File: config.mk
export PLATFORM = sky130hd
export DESIGN_NAME = prio_irq_ctrl
export DESIGN_NICKNAME = d
export VERILOG_FILES = /design/src/rtl/prio_irq_pkg.sv /design/src/rtl/irq_src_bank.sv /design/src/rtl/irq_arbiter.sv /design/src/rtl/irq_svc_ctl.sv /design/src/rtl/prio_irq_ctrl.sv
export SDC_FILE = /design/constraint.sdc
export NUM_CORES = 1
export LEC_CHECK = 0
export BUFFER_PORTS_ARGS = -buffer_cell sky130_fd_sc_hd__buf_2
export CELL_PAD_IN_SITES_DETAIL_PLACEMENT = 0
export CELL_PAD_IN_SITES_GLOBAL_PLACEMENT = 1
export CORE_UTILIZATION = 31
export CTS_CLUSTER_DIAMETER = 80
export DETAILED_ROUTE_END_ITERATION = 10
export HOLD_SLACK_MARGIN = 0.12
export PLACE_DENSITY_LB_ADDON = 0.05
export SKIP_LAST_GASP = 1
export SYNTH_ARGS = -nofsm -noshare
export SYNTH_HDL_FRONTEND = slang
export SYNTH_SLANG_ARGS = --single-unit
export TNS_END_PERCENT = 50
File: constraint.sdc
create_clock -name clk -period 5.53 [get_ports clk]
set_input_delay 0.8295 -clock clk [delete_from_list [all_inputs] [get_ports clk]]
set_output_delay 0.8295 -clock clk [all_outputs]
set_load 0.005 [all_outputs]
File: src/rtl/prio_irq_pkg.sv
package prio_irq_pkg;
  // Control word layout; bit positions are decoded by software.
  typedef struct packed {
    logic two_level;  // bit 2
    logic glb_hi;     // bit 1
    logic glb_lo;     // bit 0
  } ctl_t;

  localparam int CTL_W = $bits(ctl_t);
endpackage

File: src/rtl/irq_src_bank.sv
module irq_src_bank #(
  parameter int N = 5
) (
  input  logic         clk,
  input  logic         rst,
  input  logic [N-1:0] src_set,
  input  logic [N-1:0] flag_clr,
  input  logic         mask_we,
  input  logic [N-1:0] mask_wdata,
  input  logic         prio_we,
  input  logic [N-1:0] prio_wdata,
  output logic [N-1:0] flag_q,
  output logic [N-1:0] mask_q,
  output logic [N-1:0] prio_q,
  output logic [N-1:0] mask_eff,
  output logic [N-1:0] prio_eff
);
  // One slice per source: flag, mask and priority storage.
  for (genvar i = 0; i < N; i++) begin : g_src
    always_ff @(posedge clk) begin
      if (rst) begin
        flag_q[i] <= 1'b0;
        mask_q[i] <= 1'b0;
        prio_q[i] <= 1'b0;
      end else begin
        flag_q[i] <= src_set[i] | (flag_q[i] & ~flag_clr[i]);
        if (mask_we) mask_q[i] <= mask_wdata[i];
        if (prio_we) prio_q[i] <= prio_wdata[i];
      end
    end
    // Write-through so a new mask acts in the cycle it is written.
    assign mask_eff[i] = mask_we ? mask_wdata[i] : mask_q[i];
    assign prio_eff[i] = prio_we ? prio_wdata[i] : prio_q[i];
  end
endmodule

File: src/rtl/irq_arbiter.sv
module irq_arbiter
  import prio_irq_pkg::*;
#(
  parameter int N = 5
) (
  input  logic [N-1:0] flag,
  input  logic [N-1:0] mask_eff,
  input  logic [N-1:0] prio_eff,
  input  ctl_t         ctl_eff,
  output logic         req_hi,
  output logic         req_lo
);
  logic [N-1:0] pend;
  logic [N-1:0] hi_pend;
  logic [N-1:0] lo_pend;

  always_comb begin
    pend = flag & mask_eff;
    if (ctl_eff.two_level) begin
      hi_pend = pend & prio_eff;
      lo_pend = pend & ~prio_eff;
    end else begin
      hi_pend = pend;       // single level: everything uses the upper vector
      lo_pend = '0;
    end
    // The top enable gates both levels.
    req_hi = ctl_eff.glb_hi & (|hi_pend);
    req_lo = ctl_eff.glb_hi & ctl_eff.glb_lo & (|lo_pend) & ~req_hi;
  end
endmodule

File: src/rtl/irq_svc_ctl.sv
module irq_svc_ctl
  import prio_irq_pkg::*;
(
  input  logic             clk,
  input  logic             rst,
  input  logic             ctl_we,
  input  logic [CTL_W-1:0] ctl_wdata,
  input  logic             take_hi,
  input  logic             take_lo,
  input  logic             ret,
  output ctl_t             ctl_q,
  output ctl_t             ctl_eff
);
  logic svc_hi, svc_lo;
  ctl_t ctl_n;
  logic svc_hi_n, svc_lo_n;

  assign ctl_eff = ctl_we ? ctl_t'(ctl_wdata) : ctl_q;

  always_comb begin
    ctl_n    = ctl_eff;
    svc_hi_n = svc_hi;
    svc_lo_n = svc_lo;
    if (take_hi) begin
      ctl_n.glb_hi = 1'b0;
      svc_hi_n     = 1'b1;
    end else if (take_lo) begin
      ctl_n.glb_lo = 1'b0;
      svc_lo_n     = 1'b1;
    end else if (ret) begin
      if (svc_hi) begin
        ctl_n.glb_hi = 1'b1;
        svc_hi_n     = 1'b0;
      end else if (svc_lo) begin
        ctl_n.glb_lo = 1'b1;
        svc_lo_n     = 1'b0;
      end
    end
  end

  always_ff @(posedge clk) begin
    if (rst) begin
      ctl_q  <= '0;
      svc_hi <= 1'b0;
      svc_lo <= 1'b0;
    end else begin
      ctl_q  <= ctl_n;
      svc_hi <= svc_hi_n;
      svc_lo <= svc_lo_n;
    end
  end
endmodule

File: src/rtl/prio_irq_ctrl.sv
module prio_irq_ctrl
  import prio_irq_pkg::*;
#(
  parameter int                N      = 5,
  parameter int                ADDR_W = 16,
  parameter logic [ADDR_W-1:0] HI_VEC = 16'h0008,
  parameter logic [ADDR_W-1:0] LO_VEC = 16'h0018
) (
  input  logic              clk,
  input  logic              rst,
  input  logic [N-1:0]      src_set,
  input  logic [N-1:0]      flag_clr,
  input  logic              mask_we,
  input  logic [N-1:0]      mask_wdata,
  input  logic              prio_we,
  input  logic [N-1:0]      prio_wdata,
  input  logic              ctl_we,
  input  logic [CTL_W-1:0]  ctl_wdata,
  input  logic              ack,
  input  logic              ret,
  output logic              irq,
  output logic              irq_hi,
  output logic [ADDR_W-1:0] vec,
  output logic [N-1:0]      flag_q,
  output logic [N-1:0]      mask_q,
  output logic [N-1:0]      prio_q,
  output logic [CTL_W-1:0]  ctl_q
);
  logic [N-1:0] mask_eff, prio_eff;
  ctl_t         ctl_reg, ctl_eff;
  logic         req_hi, req_lo;

  irq_src_bank #(.N(N)) u_bank (
    .clk(clk), .rst(rst),
    .src_set(src_set), .flag_clr(flag_clr),
    .mask_we(mask_we), .mask_wdata(mask_wdata),
    .prio_we(prio_we), .prio_wdata(prio_wdata),
    .flag_q(flag_q), .mask_q(mask_q), .prio_q(prio_q),
    .mask_eff(mask_eff), .prio_eff(prio_eff)
  );

  irq_arbiter #(.N(N)) u_arb (
    .flag(flag_q), .mask_eff(mask_eff), .prio_eff(prio_eff),
    .ctl_eff(ctl_eff), .req_hi(req_hi), .req_lo(req_lo)
  );

  irq_svc_ctl u_svc (
    .clk(clk), .rst(rst),
    .ctl_we(ctl_we), .ctl_wdata(ctl_wdata),
    .take_hi(ack & req_hi), .take_lo(ack & req_lo), .ret(ret),
    .ctl_q(ctl_reg), .ctl_eff(ctl_eff)
  );

  assign irq    = req_hi | req_lo;
  assign irq_hi = req_hi;
  assign vec    = req_hi ? HI_VEC : (req_lo ? LO_VEC : '0);
  assign ctl_q  = ctl_reg;
endmodule

======== Word level (Yosys, flattened, before mapping) ========
Cells that the tools add are included.
storage, ports and cells
  register bits ........................... 20
  bits in latches ......................... 0
  memory bits (writable) .................. 0
  memory bits (read-only) ................. 0
  bits of input ports ..................... 30
  output and inout port bits .............. 36
  logic and storage cells ................. 85
  memories ................................ 0
cells by class
  $add $sub $neg .......................... 0
  $mul .................................... 0
  div/mod/pow operators ................... 0
  magnitude comparators ................... 0
  equality and inequality tests ........... 2
  shifts and indexed selects .............. 0
  multiplexer cells ....................... 28
  bitwise logic cells ..................... 28
  reduce and logical (&&, ||, !) cells .... 7
operator list
  operator                                                          number
  1-bit two-way mux                                                 22
  5-bit two-way mux                                                 4
  5-bit bitwise AND                                                 3
  1-bit bitwise AND                                                 11
  5-bit OR reduction                                                2
  1-bit inverter                                                    7
  1-bit bitwise OR                                                  6
  5-bit inverter                                                    1
  2-bit by 1-bit != test with 1-bit output (second input constant)  2
  2-bit nonzero test                                                2
  3-bit two-way mux                                                 1
  3-bit AND reduction                                               1
  2-bit two-way mux                                                 1
  2-bit AND reduction                                               1
  2-bit OR reduction                                                1

======== Logic depth before layout (Yosys ltp) ========
Gate-level depths: netlist of the first run.
  depth in word-level cells ............... 11
  gate-level depth with buffers ........... 8
  gate-level depth less buffers ........... 6

======== Modules after synthesis ========
Synthesis of the first run repeated with hierarchy kept, for this count alone.
unflattened totals
  cell total of the unflattened synthesis .. 111
  area, all modules ....................... 1,116.1 µm²
modules (own cells, without submodules)
  module         times used  cells each  area an instance (µm²)  seq. area each (µm²)
  irq_src_bank   1           51          620.6                   300.3
  irq_svc_ctl    1           23          234.0                   100.1
  prio_irq_ctrl  1           20          145.1                   0.0
  irq_arbiter    1           17          116.4                   0.0

======== Least setup slack after synthesis of the first run ========
No wires, ideal clock.
  kind .................................... input-to-output
  from .................................... input port prio_we
  to ...................................... output port vec[3]
  arrival ................................. 2.350 ns
  data required time ...................... 4.701 ns
  slack ................................... 2.351 ns
  stages .................................. 8
  buffers on the path ..................... 2
  cells stage by stage .................... buf_6 mux2_4 o211ai_2 o2111ai_2 or3_1 and2_1 nand2b_1 buf_4
on the way
  word-level cells in the longest chain between the ends .. 9
  elaborated cells between the ends (all ways) .. 18
  those cells by class .................... 9 x mux; 7 x bitwise; 2 x reduce/logical
ends and longest elaborated chain
  item                    line                 text
  start: declaration      prio_irq_ctrl.sv:15  input logic prio_we,
  1-bit two-way mux       irq_src_bank.sv:33   assign prio_eff[i] = prio_we ? prio_wdata[i] : prio_q[i];
  5-bit bitwise AND (*)   irq_arbiter.sv:20    hi_pend = pend & prio_eff;
  5-bit two-way mux (*)   irq_arbiter.sv:19    if (ctl_eff.two_level) begin
  5-bit OR reduction (*)  irq_arbiter.sv:27    req_hi = ctl_eff.glb_hi & (|hi_pend);
  1-bit bitwise AND (*)   irq_arbiter.sv:27
  via irq_hi              prio_irq_ctrl.sv:22  output logic irq_hi,
  1-bit inverter          irq_arbiter.sv:28    req_lo = ctl_eff.glb_hi & ctl_eff.glb_lo & (|lo_pend) & ~req_hi;
  1-bit bitwise AND       irq_arbiter.sv:28
  5-bit two-way mux       prio_irq_ctrl.sv:56  assign vec = req_hi ? HI_VEC : (req_lo ? LO_VEC : '0);
  5-bit two-way mux (*)   prio_irq_ctrl.sv:56
  end: declaration        prio_irq_ctrl.sv:23  output logic [ADDR_W-1:0] vec,
Mark *: on every way through the listed nets, which the timed path passes. The rest lies on a longest branch.

======== Worst setup path after layout of the first run ========
  from .................................... input port prio_we
  to ...................................... output port irq
on the way
  word-level cells in the longest chain between the ends .. 8
  elaborated cells between the ends (all ways) .. 17
  those cells by class .................... 7 x mux; 8 x bitwise; 2 x reduce/logical
ends and longest elaborated chain
  item                                                            line                                  text
  1-bit two-way mux                                               irq_src_bank.sv:33
  5-bit inverter / 5-bit bitwise AND (equally long branches)      irq_arbiter.sv:21, irq_arbiter.sv:20
  5-bit bitwise AND / 5-bit two-way mux (equally long branches)   irq_arbiter.sv:21, irq_arbiter.sv:19
  5-bit two-way mux / 5-bit OR reduction (equally long branches)  irq_arbiter.sv:19, irq_arbiter.sv:27
  5-bit OR reduction / 1-bit bitwise AND (equally long branches)  irq_arbiter.sv:28, irq_arbiter.sv:27
  1-bit bitwise AND / 1-bit inverter (equally long branches)      irq_arbiter.sv:28
  1-bit bitwise AND                                               irq_arbiter.sv:28
  1-bit bitwise OR (*)                                            prio_irq_ctrl.sv:54                   assign irq = req_hi | req_lo;
  end: declaration                                                prio_irq_ctrl.sv:21                   output logic irq,
Mark *: on every way between the ends. The rest lies on a longest branch, timed or not.

==> summary.txt, run 1 <==
Logic synthesis
  – Primary FF master, synth: dfxtp_1
  – Cells after synthesis: 118
  – Sequential cell area fraction in the yosys report: a little under two fifths
  – #FFs+latches synth: 20
  – Post-synth cell types: 32
  – Post-synth top area share: between 30% and 40%
  – Post-synth top area cell: dfxtp_1
  – Yosys warns: 0
  – Async set-reset flop share out of synthesis: 0%
  – Post-synth EDFFs: 0
  – Main area contributors after synthesis: dfxtp_1 (38%), buf_4 (11%), mux2i_1 (8.6%)
  – Cell Area, Synth: ~1100 µm²
  – Post-Syn Area per Cell: between 8 and 9 µm²

CTS
  – Clock Sinks: 20
  – Clock Latency Late Sink: 0.30 ns
  – TritonCTS buffer count: 3
  – Maximum clock path buffer count: 2
  – CTS H-tree lvls: 1
  – Post-CTS Setup Inserts: 0
  – Register clock-pin slew on the reported worst setup and hold paths: ~0.11 ns
  – CTS tree: yes
  – # resized after CTS: 0
  – Hold buffers post-CTS: 0
  – Root Buffer: clkbuf_4

Global route
  – Initial antenna violation count: 0
  – First-pass GRT wire length: roughly 3400 µm
  – Vias in the first global route: 800
  – Largest net degree at the start of global routing: 21
  – Gr usage total: around an eighth
  – Grt total ovfl: 0

Final layout
  – Commonest non-fill, non-tap cell in the layout: buf_2
  – Post-layout nets: around 200
  – Ant diodes: 0
  – Most frequent cells in the layout: buf_2 (51), dfxtp_1 (20), nor2_1 (15)
  – Share of layout cells above drive strength 1: between 30% and 40%
  – Final Instance Count excl. Fillers: ~210
  – Fill count: around 340
  – Synth-to-Final Area Change: 26.60%
  – Design area: approximately 1300 µm²

Pwr
  – P_sw: 81.91 µW
  – Clock power share: roughly 35%
  – PwrDens: approximately 250 nW/µm²
  – Internal power: approximately 260 µW
  – Pwr Total: around 340 µW
  – Fraction of power consumed by combinational cells: 17.9%
  – Leak pwr: between 0.0006 and 0.0007 µW
  – Part of the power in registers: ~47%
  – Sw Ratio: between 20 and 25%
  – VDD IR max: a little under 0.08 mV

Detailed routing
  – DRT antenna net count: 0
  – Pre-antenna DRT Iters: 4
  – Highest Signal Layer: met4
  – DRC: 0
  – Iter 0 DRT Violations: 10
  – Met1 wire length: 1123 µm
  – Met3 Routed Length: roughly 140 µm
  – DR vias/cell: between 4 and 5
  – Met2 WL: between 900 and 1000 µm
  – WL/cell: approximately 11 µm
  – Via count: 913
  – DRT Wirelength: 2250 µm

Timing
  – Max-slew violation count: 0
  – Tmin final: between 3 and 4 ns
  – Period utilization: between 60% and 70%
  – Fmax: about 300 MHz
  – Setup Viol. Count Final: 0
  – Layout Skew: ~0.0094 ns
  – RSZ-0062 raised after global routing: no
  – TNS Setup: 0 ns
  – Final hold vios: 0

Die
  – I/O pins: 66
  – Die area: between 3000 and 4000 µm²
  – Starting Density: between 30% and 40%
  – Die Width: around 60 µm
  – Std-Cell Rows: 20
  – Core area: between 3000 and 4000 µm²
  – Die Ht: 60.30 µm

Critical path
  – CP Max Fanout: 6
  – Worst EP required: between 4 and 5 ns
  – Crit Path Category: primary input to output pin
  – Worst setup EP type: output pin
  – WP data arrival: 2.50 ns
  – R2r setup slk: 3.63 ns
  – Crit start category: primary input

Worst hold path
  – Hold Path Class: flip-flop to flip-flop

Place
  – Port Buf Inserts: 51
  – Inst Count DP: roughly 210
  – Placer Congestion: approximately 0.76
  – Post-DP Area: between 1000 and 1500 µm²
  – Detail Placement HPWL: 1835 µm

Status
  – Status: completed

Job
  – Max-cap viol count: 0
[worst paths after layout]
path	from	end	depth (start not counted)
setup / recovery	prio_we	irq	8
hold / removal	u_svc.svc_hi	u_svc.ctl_q[1]	2
setup reg to reg	u_bank.mask_q[0]	u_svc.svc_lo	6
hold reg to reg	u_svc.svc_hi	u_svc.ctl_q[1]	2
[critical path, stage by stage]
cell       delay [ns]
buf_2            0.19
mux2i_1          0.32
or3b_1           0.18
o2111ai_2        0.15
or3_1            0.38
and2_1           0.17
nand2b_1         0.15
buf_2            0.14
[stage by stage]
stage	setup WS, ns	util [%]	hold slack [ns]
floorplan	2.351	-	0.4579
global placement	2.215	40.96	0.4762
detailed placement	2.203	40.96	0.4809
CTS	2.201	42.64	0.4982
global route	2.048	42.64	0.5334
finish	2.204	42.64	0.4915
[synth_stat cells, types with 2 or more instances]
library cell  number
nor2_1            15
o21a_1             2
mux2_2             5
inv_1              7
a21oi_1            9
a211oi_1           3
nand2_1            5
mux2i_1            9
clkbuf_1           2
nand3_1            3
buf_4             15
dfxtp_1           20
nor2b_1            4
[metal layers]
metal / up-vias / track usage, %
met5: - / 0
met4: 0 / 7.973
met3: 4 / 1.948
met2: 42 / 18.84
met1: 391 / 17.43
li1: 476 / -
[cells by family after synthesis]
| family | after synthesis | share of synthesized area (%) |
|---|---|---|
| other cells | 1 | 0.3560 |
| mux | 15 | 15.32 |
| flops | 20 | 38.00 |
| simple gates | 35 | 16.51 |
| compound gates | 22 | 14.84 |
| buf+inv | 25 | 14.97 |
[sequential cells by signal, indices dropped and copies added, names as in the netlist]
name / cells
u_svc.svc_lo: 1
u_svc.svc_hi: 1
u_bank.flag_q: 5
u_bank.prio_q: 5
u_svc.ctl_q: 3
u_bank.mask_q: 5
[power by group through the flow]
stage | logic [µW] | registers [µW] | clock network [µW]
2_1_floorplan | 41.8 | 161 | 0
3_3_place_gp | 60.3 | 161 | 0
3_5_place_dp | 60.7 | 161 | 0
4_1_cts | 60.9 | 158 | 125
5_1_grt | 68.2 | 159 | 131
6_report | 60.2 | 158 | 119
[layout make-up]
type | instances | area (µm²) | area share (%)
clock buffers | 3 | 22.52 | 1.689
clock inverters | 1 | 30.03 | 2.251
inverters | 7 | 26.28 | 1.970
multi-input cells | 86 | 544.3 | 40.81
flip-flops and latches | 20 | 400.4 | 30.02
well taps | 44 | 55.05 | 4.128
repair buffers | 51 | 255.2 | 19.14
(Power assumes the default switching activity.)
==> run 2: changes to the inputs <==
Settings changed: CORE_UTILIZATION 31 to 29.
Clock period 5.53 ns to 3.1 ns, I/O delays scaled along.
==> summary.txt, run 2 (same netlist as run 1, synthesis figures left out) <==
Final layout
  – Post-layout nets: 199 (unchanged)
  – Final Instance Count excl. Fillers: 214 (+0.94%)
  – Commonest non-fill, non-tap cell in the layout: buf_2
  – Share of layout cells above drive strength 1: 38.10% (unchanged)
  – Most frequent cells in the layout: buf_2 (51), dfxtp_1 (20), nor2_1 (15)
  – Top Registers: u_bank.flag_q: 5 flops, u_bank.mask_q: 5 flops, u_bank.prio_q: 5 flops
  – Fill count: 368 (+8.6%)
  – Synth-to-Final Area Change: 25.30%
  – Ant diodes: 0 (unchanged)

Detailed routing
  – DRT antenna net count: 0 (unchanged)
  – DRT Wirelength: 2257 µm (+0.31%)
  – DR vias/cell: 4.463 (+3.6%)
  – Iter 0 DRT Violations: 36 (+26)
  – WL/cell: 10.55 µm (-0.63%)
  – DRC: 0 (unchanged)
  – Via count: 955 (+4.6%)
  – Pre-antenna DRT Iters: 4 (unchanged)

Timing
  – Tmin final: between 2 and 3 ns
  – TNS Setup: 0 ns (unchanged)
  – Fmax: approximately 380 MHz
  – Hold WS: 0.3582 ns (-0.1332 ns)
  – Period utilization: between 80% and 90%
  – Max-slew violation count: 0 (unchanged)
  – Final hold vios: 0 (unchanged)
  – Layout Skew: 0.003121 ns (-0.006244 ns)
  – RSZ-0062 raised after global routing: no
  – Setup Viol. Count Final: 0 (unchanged)

Die
  – Die Width: 62.27 µm (+3.3%)
  – I/O pins: 66 (unchanged)
  – Std-Cell Rows: 21 (+5.0%)
  – Starting Density: 30.84% (-2.8 points)
  – Core area: 3416 µm² (+9.2%)
  – Die Ht: 62.27 µm (+3.3%)
  – Die area: 3878 µm² (+6.7%)

CTS
  – Post-CTS Setup Inserts: 0 (unchanged)
  – Clock Latency Late Sink: 0.30 ns (about the same)
  – TritonCTS buffer count: 3 (unchanged)
  – Register clock-pin slew on the reported worst setup and hold paths: 0.12 ns (about the same)
  – Root Buffer: clkbuf_4
  – Maximum clock path buffer count: 2 (unchanged)
  – CTS H-tree lvls: 1 (unchanged)
  – # resized after CTS: 0 (unchanged)
  – Clock Sinks: 20 (unchanged)
  – Hold buffers post-CTS: 0 (unchanged)
  – CTS tree: yes

Job
  – Max-cap viol count: 0 (unchanged)

Pwr
  – VDD IR max: 0.1112 mV (+43%)
  – Leak pwr: 0.0006807 µW (-1.0%)
  – PwrDens: 411.4 nW/µm² (+63%)

Place
  – Placer Congestion: 0.7417 (-2.3%)
  – Port Buf Inserts: 51 (unchanged)
  – Inst Count DP: 210 (+0.96%)
  – Detail Placement HPWL: 1876 µm (+2.2%)

Worst hold path
  – Hold Path Class: primary input to flip-flop

Critical path
  – Crit Path Category: primary input to output pin
  – CP Max Fanout: 6 (unchanged)
  – Crit-path cells: buf_2 > mux2i_1 > or3b_1 > o2111ai_2 > or3_1 > and2_1 > nand2b_1 > buf_2
  – Crit start category: primary input
  – Worst EP required: 2.63 ns (-2.07 ns)
  – Max incr delay on CP: 0.38 ns (about the same)
  – Worst path most repeated cell: buf_2
  – Worst setup EP type: output pin
  – Slowest CP cell: or3_1
  – WP data arrival: 2.13 ns (-0.37 ns)

Global route
  – Gr usage total: 12.50% (-0.36 points)
  – Grt total ovfl: 0 (unchanged)
  – Initial antenna violation count: 0 (unchanged)
  – Largest net degree at the start of global routing: 21 (unchanged)
  – First-pass GRT wire length: 3829 µm (+13%)
  – Vias in the first global route: 883 (+10%)

Status
  – Status: completed
[run 2: changes by cell type in the layout (fill, tap and decap cells not counted)]
cell	before	now
bufinv_16	1	0
clkbuf_8	0	1
[run 2: path summary, 6_finish.rpt]
| kind | startpoint | end | slack [ns] | cells past startpoint |
|---|---|---|---|---|
| hold reg to reg | u_svc.svc_hi | u_svc.ctl_q[1] | 0.50 | 2 |
| setup reg to reg | u_bank.prio_q[4] | u_svc.svc_lo | 1.23 | 6 |
| setup / recovery | prio_we | irq | 0.50 | 8 |
| hold / removal | ack | u_svc.ctl_q[0] | 0.36 | 2 |
[run 2: critical path: cells and delay by family]
family,cells,cell delay [ns]
simple gates,4,0.88
buf+inv,2,0.31
mux,1,0.31
compound gates,1,0.15
[run 2: through the flow]
stage	util [%]	cell area, µm²	total power, µW	setup WS [ns]
6_report	38.64	1320	543.1	0.5008
3_3_place_gp	37.58	1284	394.9	0.4780
3_5_place_dp	37.58	1284	396.2	0.4652
4_1_cts	38.64	1320	554.2	0.4613
5_1_grt	38.64	1320	581.4	0.3834
2_1_floorplan	-	1102	362.3	0.6499
[run 2: area by class of cell]
cell class	count	area, µm²	share of cell area [%]
clock buffer	4	36.28	2.749
inverter	7	26.28	1.991
multi-input combinational	86	544.3	41.23
sequential	20	400.4	30.33
tap	46	57.56	4.360
timing repair buffer	51	255.2	19.34
[run 2: layer usage]
layer | global-route usage [%] | wire, µm | vias up
met5 | 0 | 0 | -
met4 | 6.105 | 18 | 0
met3 | 3.860 | 160 | 2
met2 | 19.51 | 1014 | 38
met1 | 15.54 | 1064 | 434
li1 | - | - | 481
[run 2: where the power goes]
group          total (µW)  internal [µW]  switching [µW]
registers             281            272            9.33
clock network         155           71.6            83.0
logic                 107           52.8            54.5
